--- src/rtl/clkout_pkg.sv ---
package clkout_pkg;

  localparam int SEL_W  = 4;
  localparam int EN_BIT = 4;

  typedef struct packed {
    logic             en;
    logic [SEL_W-1:0] sel;
  } clkout_ctl_t;

  // legal select: divided codes and the subsystem code
  function automatic logic sel_is_legal(logic [SEL_W-1:0] s, logic [SEL_W-1:0] sub_code);
    return s <= sub_code;
  endfunction

  // code beyond the subsystem code is forbidden
  function automatic logic sel_is_forbidden(logic [SEL_W-1:0] s, logic [SEL_W-1:0] sub_code);
    return s > sub_code;
  endfunction

endpackage

--- src/rtl/clkout_regs.sv ---
module clkout_regs
  import clkout_pkg::*;
#(
  parameter int SUB_CODE = 8
) (
  input  logic             clk,
  input  logic             rst_n,
  input  logic             bus_wr,
  input  logic [EN_BIT:0]  wdata_lo,
  input  logic             bus_bwr,
  input  logic [2:0]       bus_bidx,
  input  logic             bus_bval,
  output clkout_ctl_t      ctl,
  output logic [7:0]       rdata,
  output logic             err
);

  localparam logic [SEL_W-1:0] SUB_SEL = SEL_W'(SUB_CODE);

  clkout_ctl_t ctl_q;
  logic        err_q;
  logic        forbid_w;

  assign forbid_w = ctl_q.en && sel_is_forbidden(ctl_q.sel, SUB_SEL);

  always_ff @(posedge clk or negedge rst_n) begin
    if (!rst_n) begin
      ctl_q <= '0;
    end else if (bus_wr) begin
      ctl_q.en  <= wdata_lo[EN_BIT];
      ctl_q.sel <= wdata_lo[SEL_W-1:0];
    end else if (bus_bwr) begin
      case (bus_bidx)
        3'd0: ctl_q.sel[0] <= bus_bval;
        3'd1: ctl_q.sel[1] <= bus_bval;
        3'd2: ctl_q.sel[2] <= bus_bval;
        3'd3: ctl_q.sel[3] <= bus_bval;
        3'd4: ctl_q.en     <= bus_bval;
        default: ;
      endcase
    end
  end

  always_ff @(posedge clk or negedge rst_n) begin
    if (!rst_n) err_q <= 1'b0;
    else        err_q <= err_q | forbid_w;
  end

  assign ctl   = ctl_q;
  assign rdata = {3'b000, ctl_q.en, ctl_q.sel};
  assign err   = err_q;

endmodule

--- src/rtl/clkout_div.sv ---
module clkout_div #(
  parameter int CNT_W = 7
) (
  input  logic             clk,
  input  logic             rst_n,
  input  logic             clr,
  input  logic [CNT_W-1:0] lim,
  output logic             hit
);

  logic [CNT_W-1:0] cnt_q;

  always_ff @(posedge clk or negedge rst_n) begin
    if (!rst_n)   cnt_q <= '0;
    else if (clr) cnt_q <= '0;
    else          cnt_q <= cnt_q + 1'b1;
  end

  assign hit = (cnt_q == lim);

endmodule

--- src/rtl/clkout_sync.sv ---
module clkout_sync #(
  parameter int STAGES = 2
) (
  input  logic clk,
  input  logic rst_n,
  input  logic async_in,
  output logic lvl,
  output logic lvl_prev
);

  logic [STAGES-1:0] ff_q;
  logic              prev_q;

  always_ff @(posedge clk or negedge rst_n) begin
    if (!rst_n) begin
      ff_q   <= '0;
      prev_q <= 1'b0;
    end else begin
      ff_q   <= {ff_q[STAGES-2:0], async_in};
      prev_q <= ff_q[STAGES-1];
    end
  end

  assign lvl      = ff_q[STAGES-1];
  assign lvl_prev = prev_q;

endmodule

--- src/rtl/clkout_gen.sv ---
module clkout_gen
  import clkout_pkg::*;
#(
  parameter int DIV_STAGES  = 8,
  parameter int SYNC_STAGES = 2
) (
  input  logic       clk,
  input  logic       rst_n,
  input  logic       sub_clk,
  input  logic       bus_wr,
  input  logic [7:0] bus_wdata,
  input  logic       bus_bwr,
  input  logic [2:0] bus_bidx,
  input  logic       bus_bval,
  output logic [7:0] bus_rdata,
  output logic       err_flag,
  output logic       clk_out
);

  localparam int               CNT_W   = DIV_STAGES - 1;
  localparam logic [SEL_W-1:0] SUB_SEL = SEL_W'(DIV_STAGES);

  // half-period limit for divided code c: 2^c - 1
  function automatic logic [CNT_W-1:0] half_limit(logic [SEL_W-1:0] c);
    logic [CNT_W-1:0] r;
    r = '0;
    for (int i = 0; i < CNT_W; i++) r[i] = (i < int'(c));
    return r;
  endfunction

  clkout_ctl_t      ctl;
  logic             run_q, out_q;
  logic [SEL_W-1:0] act_q;
  logic             sub_lvl, sub_prev;
  logic             div_hit, div_clr;
  logic             sub_mode, req_w, tgl_w, nxt_w, start_w, stop_w;
  logic [CNT_W-1:0] lim_w;

  clkout_regs #(.SUB_CODE(DIV_STAGES)) u_regs (
    .clk      (clk),
    .rst_n    (rst_n),
    .bus_wr   (bus_wr),
    .wdata_lo (bus_wdata[EN_BIT:0]),
    .bus_bwr  (bus_bwr),
    .bus_bidx (bus_bidx),
    .bus_bval (bus_bval),
    .ctl      (ctl),
    .rdata    (bus_rdata),
    .err      (err_flag)
  );

  clkout_sync #(.STAGES(SYNC_STAGES)) u_sync (
    .clk      (clk),
    .rst_n    (rst_n),
    .async_in (sub_clk),
    .lvl      (sub_lvl),
    .lvl_prev (sub_prev)
  );

  assign lim_w = half_limit(act_q);

  clkout_div #(.CNT_W(CNT_W)) u_div (
    .clk   (clk),
    .rst_n (rst_n),
    .clr   (div_clr),
    .lim   (lim_w),
    .hit   (div_hit)
  );

  // named events for the checker
  assign sub_mode = (act_q == SUB_SEL);
  assign req_w    = ctl.en && sel_is_legal(ctl.sel, SUB_SEL);
  assign tgl_w    = run_q && !sub_mode && div_hit;
  assign nxt_w    = sub_mode ? (out_q ? sub_lvl : (sub_lvl & ~sub_prev))
                             : (out_q ^ tgl_w);
  assign start_w  = !run_q && req_w;
  assign stop_w   = run_q && !req_w && !nxt_w;
  assign div_clr  = !run_q || stop_w || sub_mode || tgl_w;

  always_ff @(posedge clk or negedge rst_n) begin
    if (!rst_n) begin
      run_q <= 1'b0;
      out_q <= 1'b0;
      act_q <= '0;
    end else if (start_w) begin
      run_q <= 1'b1;
      act_q <= ctl.sel;
      out_q <= (ctl.sel != SUB_SEL);
    end else if (stop_w) begin
      run_q <= 1'b0;
      out_q <= 1'b0;
    end else if (run_q) begin
      out_q <= nxt_w;
    end
  end

  assign clk_out = out_q;

endmodule

--- config.mk ---
export PLATFORM = sky130hd
export DESIGN_NAME = clkout_gen
export DESIGN_NICKNAME = d
export VERILOG_FILES = /design/src/rtl/clkout_pkg.sv /design/src/rtl/clkout_regs.sv /design/src/rtl/clkout_div.sv /design/src/rtl/clkout_sync.sv /design/src/rtl/clkout_gen.sv
export SDC_FILE = /design/constraint.sdc
export NUM_CORES = 1
export LEC_CHECK = 0
export CORE_MARGIN = 2
export CORE_UTILIZATION = 35
export DETAILED_ROUTE_END_ITERATION = 10
export DONT_BUFFER_PORTS = 1
export GPL_TIMING_DRIVEN = 0
export MAX_ROUTING_LAYER = met4
export PLACE_DENSITY = 0.48
export SETUP_SLACK_MARGIN = 0.1
export SLEW_MARGIN = 20
export SYNTH_ARGS = -nofsm -noshare
export SYNTH_HDL_FRONTEND = slang
export SYNTH_HIERARCHICAL = 1
export SYNTH_SLANG_ARGS = --single-unit
--- constraint.sdc ---
create_clock -name clk -period 3.2 [get_ports clk]
set_clock_uncertainty 0.1 [all_clocks]
set_input_delay 0.48 -clock clk [delete_from_list [all_inputs] [get_ports clk]]
set_output_delay 0.48 -clock clk [all_outputs]
set_load 0.005 [all_outputs]
; ---- After elaboration in Yosys (flattened, before gate mapping)
; Cells that the tools add are included.
[totals]
ff_bits = 22
output_inout_bits = 10
wordCells = 76
[op_classes]
n_addsub = 1
magnitude_cmp = 9
n_eq_ne = 7
n_mux = 15
bitwise_logic = 4
reduce_logical = 28
[op_table]
columns = cell, n
row1 = nonzero test 2 bit, 7
row2 = < comparator 3 x 4 -> 1 bit (first input constant), 3
row3 = two-way mux 1 bit, 12
row4 = two-way mux 5 bit, 2
row5 = AND reduction 2 bit, 5
row6 = < comparator 1 x 4 -> 1 bit (first input constant), 2
row7 = < comparator 2 x 4 -> 1 bit (first input constant), 2
row8 = adder 7 x 1 -> 7 bit (second input constant), 1
row9 = == test 7 bit, 1
row10 = logical AND 1 bit, 7
row11 = two-way mux 7 bit, 1
row12 = == test 3 x 2 -> 1 bit (second input constant), 2
row13 = == test 4 bit (second input constant), 1
row14 = > comparator 4 bit (second input constant), 1
row15 = <= comparator 4 bit (second input constant), 1
row16 = zero test 1 bit, 4
row17 = inequality test 4 bit (second input constant), 1
row18 = == test 3 x 1 -> 1 bit (second input constant), 1
row19 = == test 3 bit (second input constant), 1
row20 = zero test 3 bit, 1
row21 = logical OR 1 bit, 3
row22 = nonzero test 3 bit, 1
row23 = AND 1 bit, 1
row24 = inverter 1 bit, 1
row25 = 2 further kinds, 2

; ---- Depth between registers and ports, before layout
; Gate-level depths: netlist of the first run.
[logic_depth]
depth_word = 12
depth_mapped = 9

; ---- By module
; The synthesis of the first run kept the hierarchy.
[by_module_without_submodules]
columns = mod, n_inst, cells_per_inst, area_per_inst_um2
row1 = clkout_gen, 1, 40, 396.6
row2 = clkout_regs, 1, 32, 396.6
row3 = clkout_div, 1, 38, 377.9
row4 = clkout_sync, 1, 3, 75.1

; ---- Worst setup path after synthesis of the first run
; OpenSTA, ideal clock, no wires.
[synth_path]
path_kind = reg-to-reg
startpoint = reg act_q[2]
endpoint = reg u_div.cnt_q[6]
arrival_ps = 2335
slack_ps = 687
stages_incl_launch_ff = 10
path_cell_list = dfrtp_1 > or2_2 > or3_1 > xnor2_1 > nand4_1 > nor4_1 > or4_1 > clkbuf_1 > nor4_1 > o21bai_1
[synth_between]
word_cells_on_any_way = 20
[synth_lines]
columns = item, line_no
row1 = from (decl), clkout_gen.sv:33  ; logic [SEL_W-1:0] act_q;
row2 = from (signal assigned), clkout_gen.sv:87  ; act_q <= ctl.sel;
row3 = < comparator 2 x 4 -> 1 bit (*), clkout_gen.sv:27  ; for (int i = 0; i < CNT_W; i++) r[i] = (i < int'(c));
row4 = net lim_w[3], clkout_gen.sv:37  ; logic [CNT_W-1:0] lim_w;
row5 = == test 7 bit (*), clkout_div.sv:19  ; assign hit = (cnt_q == lim);
row6 = net div_hit, clkout_gen.sv:35  ; logic div_hit, div_clr;
row7 = logical AND 1 bit (*), clkout_gen.sv:73  ; assign tgl_w = run_q && !sub_mode && div_hit;
row8 = bitwise XOR 1 bit, clkout_gen.sv:75  ; : (out_q ^ tgl_w);
row9 = two-way mux 1 bit, clkout_gen.sv:74  ; assign nxt_w = sub_mode ? (out_q ? sub_lvl : (sub_lvl & ~sub_prev))
row10 = zero test 1 bit, clkout_gen.sv:77  ; assign stop_w = run_q && !req_w && !nxt_w;
row11 = logical AND 1 bit, clkout_gen.sv:77
row12 = logical OR 1 bit (2 in series), clkout_gen.sv:78  ; assign div_clr = !run_q || stop_w || sub_mode || tgl_w;
row13 = logical OR 1 bit (*), clkout_gen.sv:78
row14 = net div_clr, clkout_gen.sv:35
row15 = two-way mux 7 bit (*), clkout_div.sv:15  ; else if (clr) cnt_q <= '0;
row16 = to (signal assigned), clkout_div.sv:16  ; else cnt_q <= cnt_q + 1'b1;
row17 = to (decl), clkout_div.sv:11  ; logic [CNT_W-1:0] cnt_q;
; Mark *: on every way through the listed nets, which the timed path passes. The rest lies on a longest branch.
; A chain may end at the register's enable or synchronous reset.

; ---- Final worst setup path of the first run
[layout_path]
startpoint = reg act_q[3]
endpoint = reg u_div.cnt_q[5]
; Same word-level chain as after synthesis.

==> reports/metrics.json, run 1 <==
{
  "status": "complete, no violations",
  "power_density_nw_per_um2": 684.5,
  "antenna_diodes": 0,
  "num_rows": 21,
  "first_global_vias": 815,
  "die_height_um": 63.67,
  "timing.setup.tns_ps": 0,
  "worst_hold_slack_ps": 4.479,
  "first_pass_grt_wire_length_um": 3850,
  "post_drt_via_cell_ratio": 4.982,
  "pwr-share-clk_pct": 22.7,
  "gp_congestion": 0.7850,
  "routed-wl-met2_um": 903,
  "timing.final.max_slew_violations": 0,
  "routedLengthMet1_um": 1146,
  "unrepaired_setup_endpoints_after_global_routing": "false",
  "post_synth.cell_area_avg_um2": 11.03,
  "hold_path.class": "input port to asynchronous set/reset pin",
  "groute.usage.overall_pct": 12.55,
  "worst-endpoint-arrival_ps": 2870,
  "clkLatencyLatePin_ps": 310,
  "criticalPathCategory": "flop to flop",
  "grt_antenna_before_repair": 0,
  "critical_path_peak_fanout": 9,
  "max_freq_ghz": 0.3659,
  "start_util_pct": 36.77,
  "clkSlewWorstSetupHoldPaths_ps": 130,
  "muxShareOfSynthArea_pct": 11.75,
  "initialDrtViolationCount": 55,
  "vias": 827,
  "port-buffer-count": 0,
  "number_of_nets_with_antenna_violations_after_detailed_routing": 0,
  "drtPass1Iterations": 4,
  "netSwitchingPower_w": 0.0003065,
  "synth-seq-cells": 22,
  "timing.final.hold_violations": 0,
  "synth-simple-area-share_pct": 19.58,
  "worstMarginPinSlew_ps": 483.6,
  "ys_async_sr_fraction_pct": 100.0,
  "synthMostInstantiatedCell": "dfrtp_1",
  "tritoncts": "done",
  "number_of_flops_mapped_to_enable_cells_by_yosys": 0,
  "cts_htree_levels": 1,
  "synth_compound_gate_area_share_pct": 9.739,
  "cts_buffers": 3,
  "synth.top_cell.area_share_pct": 44.18,
  "cap_violations": 0,
  "area_delta_synth_final_pct": 9.839,
  "grt_overflow_total": 0,
  "met3_wirelength_um": 101,
  "finalWirelength_um": 2202,
  "worst_setup_path_start_kind": "flop",
  "synth_xor_area_share_pct": 7.731,
  "synth_seq_area_share_pct": 44.18,
  "synth.area.top_cells": "dfrtp_1 44%, mux2_2 9.0%, buf_4 4.8%",
  "post_route_cells_drive_above_1_share_pct": 21.67,
  "clock-sinks": 22,
  "yosysTopAreaCell": "dfrtp_1",
  "floorplan.io_pins": 27,
  "synth_common_cells": "22 x dfrtp_1, 10 x mux2_2, 8 x buf_4, 7 x nor2_1, 6 x xor2_1",
  "power_leakage_nw": 0.5787,
  "setup_viol": 0,
  "fin_cells": 166,
  "place_hpwl_um": 1603,
  "share_seq_of_total_power_pct": 45.7,
  "synth.yosys.warnings": 6,
  "post_synth_adder_cell_area_pct": 1.004,
  "timing.critical_path.to_type": "flop",
  "yosys.cell_types.count": 35,
  "synth_top_family_by_area": "simple AND/OR/NAND/NOR gates",
  "nNetsFinal": 139,
  "synth.cell_area_um2": 1246,
  "core_area_um2": 3390,
  "die_area_um2": 4054,
  "slew_margin_rel_pct": 67.31,
  "finalCritPeriodShare_pct": 85.40,
  "cell_int_power_w": 0.0006304,
  "yosys_most_used_dff": "dfrtp_1",
  "cts_setup_buffers": 0,
  "die_width_um": 63.67,
  "cts_root_buf": "clkbuf_4",
  "route.detailed.drc": 0,
  "wl_per_cell_um": 13.27,
  "top_layer_used": "met4",
  "dp_cells": 161,
  "worst-endpoint-required_ps": 3340,
  "cts-root-to-sink-buffers": 2,
  "grt_start_max_net_pins": 23,
  "vdd.ir_drop.worst_uv": 183.7,
  "finalWorstPathRequiredPeriod_ps": 2733,
  "comb_pwr_share_pct": 31.6,
  "synth_cells": 113,
  "swShare_pct": 32.72
}
## cell families after synthesis
kind of cell    Yosys count
compound gates           15
xor+xnor                 11
fa+ha+maj                 1
buf+inv                  11
flops                    22
mux                      13
other cells               1
simple gates             39
## flip-flops by register name, indices dropped and copies added (netlist names)
signal,count
u_regs/err,1
u_div/cnt_q,7
u_sync/ff_q,2
run_q,1
act_q,4
u_regs/ctl,5
u_sync/lvl_prev,1
clk_out,1
## power groups by stage
stage          Combinational [W]  Sequential, W  Clock [W]
2_1_floorplan           0.000260       0.000409          0
3_3_place_gp            0.000292       0.000433          0
3_5_place_dp            0.000292       0.000434          0
4_1_cts                 0.000301       0.000427   0.000224
5_1_grt                 0.000336       0.000441   0.000235
6_report                0.000296       0.000428   0.000213
## worst max-delay path, stage by stage, from the launching register on
cell,delay [ps]
dfrtp_1,480
or2_2,330
or3_1,330
xnor2_1,130
nand4_1,90
nor4_1,70
or4_1,500
clkbuf_1,210
nor4_1,270
o21bai_1,140
## repair_timing
| item | 4_1_cts | 5_1_grt |
|---|---|---|
| hold buffers | 1 | 0 |
| hold endpoints to repair | 22 | 0 |
| resized for setup | 0 | 0 |
## area by class of cell
type | instances | area [um^2]
Fill cell | 334 | 2021
Buffer | 9 | 63.81
Clock buffer | 3 | 22.52
Tap cell | 46 | 57.56
Inverter | 2 | 7.507
Clock inverter | 1 | 30.03
Sequential cell | 22 | 550.5
Timing Repair Buffer | 1 | 5.005
Multi-Input combinational cell | 82 | 631.9
## worst paths after layout
kind / start / slack (ps) / depth (start not counted) / endpoint
max: act_q[3]$_DFFE_PN0P_ / 470 / 9 / u_div/cnt_q[5]$_DFF_PN0_
min: rst_n / 4 / 1 / u_sync/lvl_prev$_DFF_PN0_
max reg2reg: act_q[3]$_DFFE_PN0P_ / 470 / 9 / u_div/cnt_q[5]$_DFF_PN0_
min reg2reg: u_sync/ff_q[0]$_DFF_PN0_ / 260 / 0 / u_sync/ff_q[1]$_DFF_PN0_
max in group asynchronous: rst_n / 2650 / 1 / u_regs/err$_DFF_PN0_
min in group clk: sub_clk / 70 / 0 / u_sync/ff_q[0]$_DFF_PN0_
## placed cells by master, fill, tap and decap left out, types with 3 or more instances in the layout
master,instances
dfrtp_1,22
mux2_2,10
buf_4,8
nor2_1,7
xor2_1,6
nand2b_1,5
nand2_1,5
xnor2_1,5
a21oi_1,4
nand3_1,3
clkbuf_4,3
nor4_1,3
and4bb_1,3
mux2_1,3
conb_1,3
## per-layer routing
| layer | vias to the layer above | global-route usage [%] |
|---|---|---|
| li1 | 411 | - |
| met1 | 390 | 17.02 |
| met2 | 21 | 17.50 |
| met4 | 0 | 6.522 |
| met5 | - | - |
| met3 | 5 | 2.679 |
## through the flow
step | power (W) | worst slack (ps) | util [%] | instance area, um^2
2_1_floorplan | 0.0006685 | 686.9 | - | 1254
3_3_place_gp | 0.0007252 | 505.0 | 38.69 | 1311
3_5_place_dp | 0.0007262 | 493.9 | 38.69 | 1311
4_1_cts | 0.0009530 | 449.5 | 40.53 | 1374
5_1_grt | 0.001011 | 219.0 | 40.38 | 1369
6_report | 0.0009369 | 467.1 | 40.38 | 1369
Power figures use the tool's default switching activity.
==> inputs of run 2 (changes only) <==
--- a/config.mk
+++ b/config.mk
@@ -12,7 +12,7 @@
 export GPL_TIMING_DRIVEN = 0
 export MAX_ROUTING_LAYER = met4
 export PLACE_DENSITY = 0.48
-export SETUP_SLACK_MARGIN = 0.1
+export SETUP_SLACK_MARGIN = 0.5
 export SLEW_MARGIN = 20
 export SYNTH_ARGS = -nofsm -noshare
 export SYNTH_HDL_FRONTEND = slang
==> reports/metrics.json, run 2 (synthesized netlist as in run 1, its figures left out) <==
{
  "top_library_cells_by_usage_in_the_layout_fill_and_taps_aside": "21 x dfrtp_1, 13 x buf_4, 10 x mux2_2",
  "place_hpwl": {"value": 1603, "unit": "um", "change": "unchanged"},
  "rr_endpoint": "u_div/cnt_q[5]$_DFF_PN0_",
  "cts_root_buf": "clkbuf_4",
  "crit_path_cell_trace": "or2_4 > or3_1 > xnor2_1 > nand4_1 > nor4_2 > or4_1 > buf_6 > nor4_4 > o21bai_1",
  "cts_htree_levels": {"value": 1, "change": "unchanged"},
  "power_density": {"value": 709.3, "unit": "nW/um^2", "change": "+3.6%"},
  "grt_start_max_net_pins": {"value": 23, "change": "unchanged"},
  "die_width": {"value": 63.67, "unit": "um", "change": "unchanged"},
  "cts_buffers": {"value": 3, "change": "unchanged"},
  "timing.final.hold_violations": {"value": 0, "change": "unchanged"},
  "port-buffer-count": {"value": 0, "change": "unchanged"},
  "largest_reg_flops": {"value": 7, "change": "unchanged"},
  "hold_path.class": "input port to asynchronous set/reset pin",
  "cap_violations": {"value": 0, "change": "unchanged"},
  "post_route_cells_drive_above_1_share": {"value": 28.00, "unit": "%", "change": "+6.3 points"},
  "clkSlewWorstSetupHoldPaths": {"value": 130, "unit": "ps", "change": "about the same"},
  "worst-endpoint-arrival": {"value": 2750, "unit": "ps", "change": "-120 ps"},
  "clkLatencyLatePin": {"value": 320, "unit": "ps", "change": "about the same"},
  "worst-endpoint-required": {"value": 3330, "unit": "ps", "change": "about the same"},
  "vias": {"value": 857, "change": "+3.6%"},
  "comb_pwr_share": {"value": 37.2, "unit": "%", "change": "+5.6 points"},
  "initialDrtViolationCount": {"value": 48, "change": "-13%"},
  "critical_path_peak_fanout": {"value": 7, "change": "-2"},
  "delay_of_the_slowest_cell_on_the_worst_path": {"value": 550, "unit": "ps", "change": "+50 ps"},
  "setup_viol": {"value": 0, "change": "unchanged"},
  "nNetsFinal": {"value": 144, "change": "+3.6%"},
  "netSwitchingPower": {"value": 0.0003313, "unit": "W", "change": "+8.1%"},
  "pwr-share-clk": {"value": 20.8, "unit": "%", "change": "-1.9 points"},
  "timing.critical_path.to_type": "flop",
  "unrepaired_setup_endpoints_after_global_routing": "false",
  "crit_path_top_delay_cell": "or4_1",
  "first_global_vias": {"value": 818, "change": "+0.37%"},
  "start_util": {"value": 36.77, "unit": "%", "change": "unchanged"},
  "area_delta_synth_final_pct": 15.46,
  "groute.usage.overall": {"value": 12.63, "unit": "%", "change": "+0.077 points"},
  "drtPass1Iterations": {"value": 4, "change": "unchanged"},
  "worst_case_reg_to_reg_path_depth": {"value": 9, "change": "unchanged"},
  "die_height": {"value": 63.67, "unit": "um", "change": "unchanged"},
  "max_freq": {"value": 0.3819, "unit": "GHz", "change": "+4.4%"},
  "timing.final.max_slew_violations": {"value": 0, "change": "unchanged"},
  "die_area": {"value": 4054, "unit": "um^2", "change": "unchanged"},
  "worst_setup_path_start_kind": "flop",
  "finalCritPeriodShare": {"value": 81.82, "unit": "%", "change": "-3.6 points"},
  "tritoncts": "done",
  "timing.setup.tns": {"value": 0, "unit": "ps", "change": "unchanged"},
  "finalWirelength": {"value": 2295, "unit": "um", "change": "+4.2%"},
  "grt_overflow_total": {"value": 0, "change": "unchanged"},
  "number_of_nets_with_antenna_violations_after_detailed_routing": {"value": 0, "change": "unchanged"},
  "wl_per_cell": {"value": 13.42, "unit": "um", "change": "+1.2%"},
  "worstMarginPinSlew": {"value": 490.7, "unit": "ps", "change": "+7.114 ps"},
  "swShare": {"value": 32.46, "unit": "%", "change": "-0.25 points"},
  "floorplan.io_pins": {"value": 27, "change": "unchanged"},
  "leading_cell_type_in_the_layout_fill_and_taps_excluded": "dfrtp_1",
  "antenna_diodes": {"value": 0, "change": "unchanged"},
  "clock-sinks": {"value": 22, "change": "unchanged"},
  "post_drt_via_cell_ratio": {"value": 5.012, "change": "+0.60%"},
  "worst_r2r_startpoint": "act_q[3]$_DFFE_PN0P_",
  "status": "complete, no violations",
  "cts-root-to-sink-buffers": {"value": 2, "change": "unchanged"},
  "finalWorstPathRequiredPeriod": {"value": 2618, "unit": "ps", "change": "-114.6 ps"},
  "share_seq_of_total_power": {"value": 42.0, "unit": "%", "change": "-3.7 points"},
  "cell_int_power": {"value": 0.0006893, "unit": "W", "change": "+9.3%"},
  "criticalPathCategory": "flop to flop",
  "core_area": {"value": 3390, "unit": "um^2", "change": "unchanged"},
  "worst_hold_slack": {"value": 3.474, "unit": "ps", "change": "-1.005 ps"},
  "route.detailed.drc": {"value": 0, "change": "unchanged"},
  "grt_antenna_before_repair": {"value": 0, "change": "unchanged"},
  "vdd.ir_drop.worst": {"value": 188.0, "unit": "uV", "change": "+2.3%"},
  "slew_margin_rel": {"value": 66.82, "unit": "%", "change": "-0.48 points"},
  "gp_congestion": {"value": 0.7850, "change": "unchanged"},
  "top_register": "u_div/cnt_q",
  "regToRegSetupSlack": {"value": 580, "unit": "ps", "change": "+110 ps"},
  "power_leakage": {"value": 0.6082, "unit": "nW", "change": "+5.1%"},
  "critPathLaunch": "act_q[3]$_DFFE_PN0P_",
  "num_rows": {"value": 21, "change": "unchanged"},
  "first_pass_grt_wire_length": {"value": 3877, "unit": "um", "change": "+0.70%"}
}
-- run 2: layout make-up --
type                       count  area, um^2
inverter                       2       7.507
timing repair buffer           6       42.54
fill                         333        1951
multi-input combinational     82       655.6
clock inverter                 1       30.03
buffer                         9       71.32
tap                           46       57.56
clock buffer                   3       22.52
sequential                    22       551.8
-- run 2: per-stage QoR --
step / power (W) / worst slack [ps] / instance area (um^2) / cells / utilization [%]
floorplan: 0.0006685 / 686.9 / 1254 / 115 / -
finish: 0.001021 / 581.6 / 1439 / 171 / 42.45
CTS: 0.0009562 / 511.9 / 1376 / 166 / 40.61
global placement: 0.0007252 / 505.0 / 1311 / 161 / 38.69
global route: 0.001099 / 449.5 / 1439 / 171 / 42.45
detailed placement: 0.0007262 / 493.9 / 1311 / 161 / 38.69
-- run 2: repair_timing --
action,4_1_cts,5_1_grt
endpoints found under the hold margin,22,0
resized for setup,2,8
pin swaps,0,2
hold buffers,1,0
endpoints found under the setup margin,2,2
buffers inserted,0,5
-- run 2: worst max path at each step --
stage | endpoint | cells past startpoint
floorplan | u_div/cnt_q[6]$_DFF_PN0_ | 9
global placement | u_div/cnt_q[6]$_DFF_PN0_ | 9
detailed placement | u_div/cnt_q[5]$_DFF_PN0_ | 9
CTS | u_div/cnt_q[5]$_DFF_PN0_ | 9
global route | u_div/cnt_q[5]$_DFF_PN0_ | 9
finish | u_div/cnt_q[5]$_DFF_PN0_ | 9
-- run 2: per-layer routing --
layer	global-route usage, %	part of all wire [%]	up-vias
met5	-	0	-
met4	6.522	2.2	0
met3	2.679	4.6	5
met2	17.63	43	23
met1	17.13	50	410
li1	-	-	419
-- run 2: worst max-delay path, delay by kind of cell (launching register included) --
kind                      cells  cell delay, ps
AOI/OAI and AO/OA             1             140
xor gates and xnor gates      1             130
buffers and inverters         1             160
DFF                           1             470
and+or+nand+nor               6            1540
-- run 2: power groups by stage --
stage                     sequential (W)  combinational (W)  clock [W]
after global placement          0.000433           0.000292          0
final                           0.000428           0.000380   0.000213
after CTS                       0.000428           0.000304   0.000224
after global routing            0.000441           0.000423   0.000235
after floorplan                 0.000409           0.000260          0
after detailed placement        0.000434           0.000292          0
==> inputs of run 3 (changes only) <==
--- a/config.mk
+++ b/config.mk
@@ -5,6 +5,7 @@
 export SDC_FILE = /design/constraint.sdc
 export NUM_CORES = 1
 export LEC_CHECK = 0
+export ABC_AREA = 1
 export CORE_MARGIN = 2
 export CORE_UTILIZATION = 35
 export DETAILED_ROUTE_END_ITERATION = 10
==> constraint.sdc (replaced) <==
create_clock -name clk -period 2.55 [get_ports clk]
set_clock_uncertainty 0.1 [all_clocks]
set_input_delay 0.3825 -clock clk [delete_from_list [all_inputs] [get_ports clk]]
set_output_delay 0.3825 -clock clk [all_outputs]
set_load 0.005 [all_outputs]
==> reports/metrics.json, run 3 <==
{
  "status": "finished with violations",
  "top_register": "u_div/cnt_q",
  "grtUsageMet1": {"value": 16.01, "unit": "%", "change": "-1.1 points"},
  "post_synth.cell_area_avg": {"value": 6.824, "unit": "um^2", "change": "-38%"},
  "grt_overflow_total": {"value": 0, "change": "unchanged"},
  "first_global_vias": {"value": 1105, "change": "+35%"},
  "finalWirelength": {"value": 2807, "unit": "um", "change": "+22%"},
  "gr_busiest_metal": "met2",
  "cap_violations": {"value": 0, "change": "unchanged"},
  "yosys_most_used_dff": "dfrtp_1",
  "max_freq": {"value": 0.5063, "unit": "GHz", "change": "+33%"},
  "grt_use_met2": {"value": 23.77, "unit": "%", "change": "+6.1 points"},
  "timing.setup.tns": {"value": 0, "unit": "ps", "change": "unchanged"},
  "gp_congestion": {"value": 0.7687, "change": "-2.1%"},
  "synth_seq_area_share": {"value": 38.97, "unit": "%", "change": "-5.2 points"},
  "timing.critical_path.to_type": "flop",
  "finalCritPeriodShare": {"value": 77.46, "unit": "%", "change": "-4.4 points"},
  "pwr-share-clk": {"value": 16.8, "unit": "%", "change": "-4.0 points"},
  "vdd.ir_drop.worst": {"value": 339.7, "unit": "uV", "change": "+81%"},
  "die_height": {"value": 67.53, "unit": "um", "change": "+6.1%"},
  "synth.yosys.warnings": {"value": 6, "change": "unchanged"},
  "synth.area.top_cells": "dfrtp_1 39%, nand2_1 18%, inv_1 8.0%",
  "synth-seq-cells": {"value": 22, "change": "unchanged"},
  "power_density": {"value": 902.0, "unit": "nW/um^2", "change": "+27%"},
  "number_of_nets_with_antenna_violations_after_detailed_routing": {"value": 0, "change": "unchanged"},
  "critical_path_peak_fanout": {"value": 4, "change": "-3"},
  "critPathBufInv": {"value": 1, "change": "unchanged"},
  "post_drt_via_cell_ratio": {"value": 4.415, "change": "-12%"},
  "cts-root-to-sink-buffers": {"value": 2, "change": "unchanged"},
  "core_area": {"value": 3943, "unit": "um^2", "change": "+16%"},
  "nNetsFinal": {"value": 241, "change": "+67%"},
  "place_hpwl": {"value": 2167, "unit": "um", "change": "+35%"},
  "power_leakage": {"value": 0.8489, "unit": "nW", "change": "+40%"},
  "criticalPathCategory": "flop to flop",
  "delay_of_the_slowest_cell_on_the_worst_path": {"value": 430, "unit": "ps", "change": "-120 ps"},
  "synth.cell_area": {"value": 1413, "unit": "um^2", "change": "+13%"},
  "comb_pwr_share": {"value": 48.7, "unit": "%", "change": "+12 points"},
  "ys_async_sr_fraction": {"value": 100.0, "unit": "%", "change": "unchanged"},
  "worst-endpoint-arrival": {"value": 2060, "unit": "ps", "change": "-690 ps"},
  "initialDrtViolationCount": {"value": 47, "change": "-2.1%"},
  "clkLatencyLatePin": {"value": 260, "unit": "ps", "change": "-60 ps"},
  "synth.top_cell.area_share": {"value": 38.97, "unit": "%", "change": "-5.2 points"},
  "grt_antenna_before_repair": {"value": 0, "change": "unchanged"},
  "num_rows": {"value": 23, "change": "+9.5%"},
  "crit_path_cell_trace": "nor2_4 > nand2_1 > nand2_1 > nand2_1 > nor2_1 > nand2_1 > nor2_2 > nand2_1 > nand2_1 > nand3_2 > nand2_4 > o21ai_4 > inv_2 > o21ai_0 > a21oi_1",
  "clock-sinks": {"value": 22, "change": "unchanged"},
  "worst-endpoint-required": {"value": 2640, "unit": "ps", "change": "-690 ps"},
  "globalRouteMet3Util": {"value": 3.333, "unit": "%", "change": "+0.65 points"},
  "swShare": {"value": 41.06, "unit": "%", "change": "+8.6 points"},
  "timing.final.max_slew_violations": {"value": 0, "change": "unchanged"},
  "clkSlewWorstSetupHoldPaths": {"value": 80, "unit": "ps", "change": "-50 ps"},
  "wl_per_cell": {"value": 10.32, "unit": "um", "change": "-23%"},
  "synth_common_cells": "67 x nand2_1, 30 x inv_1, 22 x dfrtp_1, 19 x nor2_1, 17 x nand3_1",
  "port-buffer-count": {"value": 0, "change": "unchanged"},
  "number_of_flops_mapped_to_enable_cells_by_yosys": {"value": 0, "change": "unchanged"},
  "yosys.cell_types.count": {"value": 24, "change": "-31%"},
  "unrepaired_setup_endpoints_after_global_routing": "true",
  "tritoncts": "done",
  "utilization": {"value": 41.29, "unit": "%", "change": "-1.2 points"},
  "start_util": {"value": 35.83, "unit": "%", "change": "-0.94 points"},
  "largest_reg_flops": {"value": 7, "change": "unchanged"},
  "worst_hold_slack": {"value": -26.76, "unit": "ps", "change": "-30.24 ps"},
  "top_library_cells_by_usage_in_the_layout_fill_and_taps_aside": "67 x nand2_1, 27 x inv_1, 21 x dfrtp_1",
  "area_occupied_by_multi_input_gates": {"value": 685.7, "unit": "um^2", "change": "+4.6%"},
  "crit_path_frequent_cell": "nand2_1",
  "finalWorstPathRequiredPeriod": {"value": 1975, "unit": "ps", "change": "-643.1 ps"},
  "area_delta_synth_final_pct": 15.23,
  "synth_cells": {"value": 207, "change": "+83%"},
  "share_seq_of_total_power": {"value": 34.5, "unit": "%", "change": "-7.5 points"},
  "netSwitchingPower": {"value": 0.0006029, "unit": "W", "change": "+82%"},
  "route.detailed.drc": {"value": 0, "change": "unchanged"},
  "drtPass1Iterations": {"value": 4, "change": "unchanged"},
  "violations": "negative hold slack",
  "setup_viol": {"value": 0, "change": "unchanged"},
  "die_area": {"value": 4560, "unit": "um^2", "change": "+12%"},
  "antenna_diodes": {"value": 0, "change": "unchanged"},
  "leading_cell_type_in_the_layout_fill_and_taps_excluded": "nand2_1",
  "worst_setup_path_start_kind": "flop",
  "cts_htree_levels": {"value": 1, "change": "unchanged"},
  "grt_start_max_net_pins": {"value": 23, "change": "unchanged"},
  "post_route_cells_drive_above_1_share": {"value": 24.32, "unit": "%", "change": "-3.7 points"},
  "final.fill_count": {"value": 410, "change": "+23%"},
  "crit_path_top_delay_cell": "dfrtp_1",
  "crit_family": "simple AND/OR/NAND/NOR gates",
  "yosysTopAreaCell": "dfrtp_1",
  "cell_int_power": {"value": 0.0008654, "unit": "W", "change": "+26%"},
  "groute.usage.overall": {"value": 13.72, "unit": "%", "change": "+1.1 points"},
  "timing.final.hold_violations": {"value": 22, "change": "+22"},
  "floorplan.io_pins": {"value": 27, "change": "unchanged"},
  "cts_buffers": {"value": 3, "change": "unchanged"},
  "vias": {"value": 1201, "change": "+40%"},
  "die_width": {"value": 67.53, "unit": "um", "change": "+6.1%"},
  "cts_root_buf": "clkbuf_8",
  "storage_cell_area": {"value": 551.8, "unit": "um^2", "change": "unchanged"},
  "synthMostInstantiatedCell": "nand2_1",
  "hold_path.class": "input port to asynchronous set/reset pin",
  "first_pass_grt_wire_length": {"value": 4650, "unit": "um", "change": "+20%"}
}
run 3: cell count changes after synthesis, sizes merged, moves of 4 or more:
cell and delta:
nand2 +67, nand2b -5, inv +32, nor2 +24, xor2 -5, xnor2 -4
o21ai +6, nand3 +17, mux2 -13
run 3: logic make-up after synthesis:
group | share of synthesized area [%]
AOI/OAI and AO/OA | 4.694
xor gates and xnor gates | 1.240
adders and majority gates | 0.8856
buffers and inverters | 14.70
DFF | 38.97
other | 0.2655
and+or+nand+nor | 39.24
run 3: cell type report:
| cell class | count | share of cell area, % |
|---|---|---|
| Multi-Input combinational cell | 142 | 42.12 |
| Sequential cell | 22 | 33.90 |
| Inverter | 35 | 8.071 |
| Buffer | 10 | 4.689 |
| Timing Repair Buffer | 9 | 3.997 |
| Tap cell | 50 | 3.843 |
| Clock buffer | 4 | 3.382 |
run 3: final timing paths:
kind | from | endpoint | slack (ps) | depth (start not counted)
worst min-delay path | rst_n | u_div/cnt_q[2]$_DFF_PN0_ | -30 | 1
worst max-delay path | act_q[3]$_DFFE_PN0P_ | u_div/cnt_q[2]$_DFF_PN0_ | 570 | 15
worst max register to register | act_q[3]$_DFFE_PN0P_ | u_div/cnt_q[2]$_DFF_PN0_ | 570 | 15
max in group asynchronous | rst_n | act_q[2]$_DFFE_PN0P_ | 2010 | 1
worst min register to register | u_sync/ff_q[0]$_DFF_PN0_ | u_sync/ff_q[1]$_DFF_PN0_ | 260 | 0
min in group clk | sub_clk | u_sync/ff_q[0]$_DFF_PN0_ | 50 | 0
run 3: metal layers:
| layer | wire length, um | part of all wire (%) |
|---|---|---|
| met1 | 1281 | 46 |
| met2 | 1386 | 49 |
| met3 | 125 | 4.5 |
| met4 | 14 | 0.50 |
| met5 | 0 | 0 |
run 3: per-stage QoR:
stage	setup slack (ps)	power (W)	cells	instance area, um^2
after floorplan	639.6	0.0009564	209	1420
after global placement	324.7	0.001051	259	1483
after detailed placement	295.3	0.001066	259	1483
after CTS	526.2	0.001419	268	1598
after global routing	344.9	0.001605	272	1628
final	574.8	0.001468	272	1628
run 3: worst reg2reg max path: stages, from the launching register on:
cell and delay (ps):
dfrtp_1 430, nor2_4 150, nand2_1 90, nand2_1 70
nand2_1 50, nor2_1 90, nand2_1 80, nor2_2 160
nand2_1 70, nand2_1 70, nand3_2 100, nand2_4 100
o21ai_4 60, inv_2 90, o21ai_0 80, a21oi_1 130
run 3: repair_timing:
item	CTS	global route
setup endpoints to repair	6	7
hold endpoints to repair	22	0
resized for setup	8	5
pin swaps	2	6
hold buffers	1	0
setup buffers	4	4
run 3: power by group through the flow:
stage | clock [W] | sequential (W) | combinational (W)
2_1_floorplan | 0 | 0.000484 | 0.000472
3_3_place_gp | 0 | 0.000503 | 0.000548
3_5_place_dp | 0 | 0.000508 | 0.000558
4_1_cts | 0.000257 | 0.000509 | 0.000653
5_1_grt | 0.000272 | 0.000521 | 0.000813
6_report | 0.000246 | 0.000507 | 0.000715
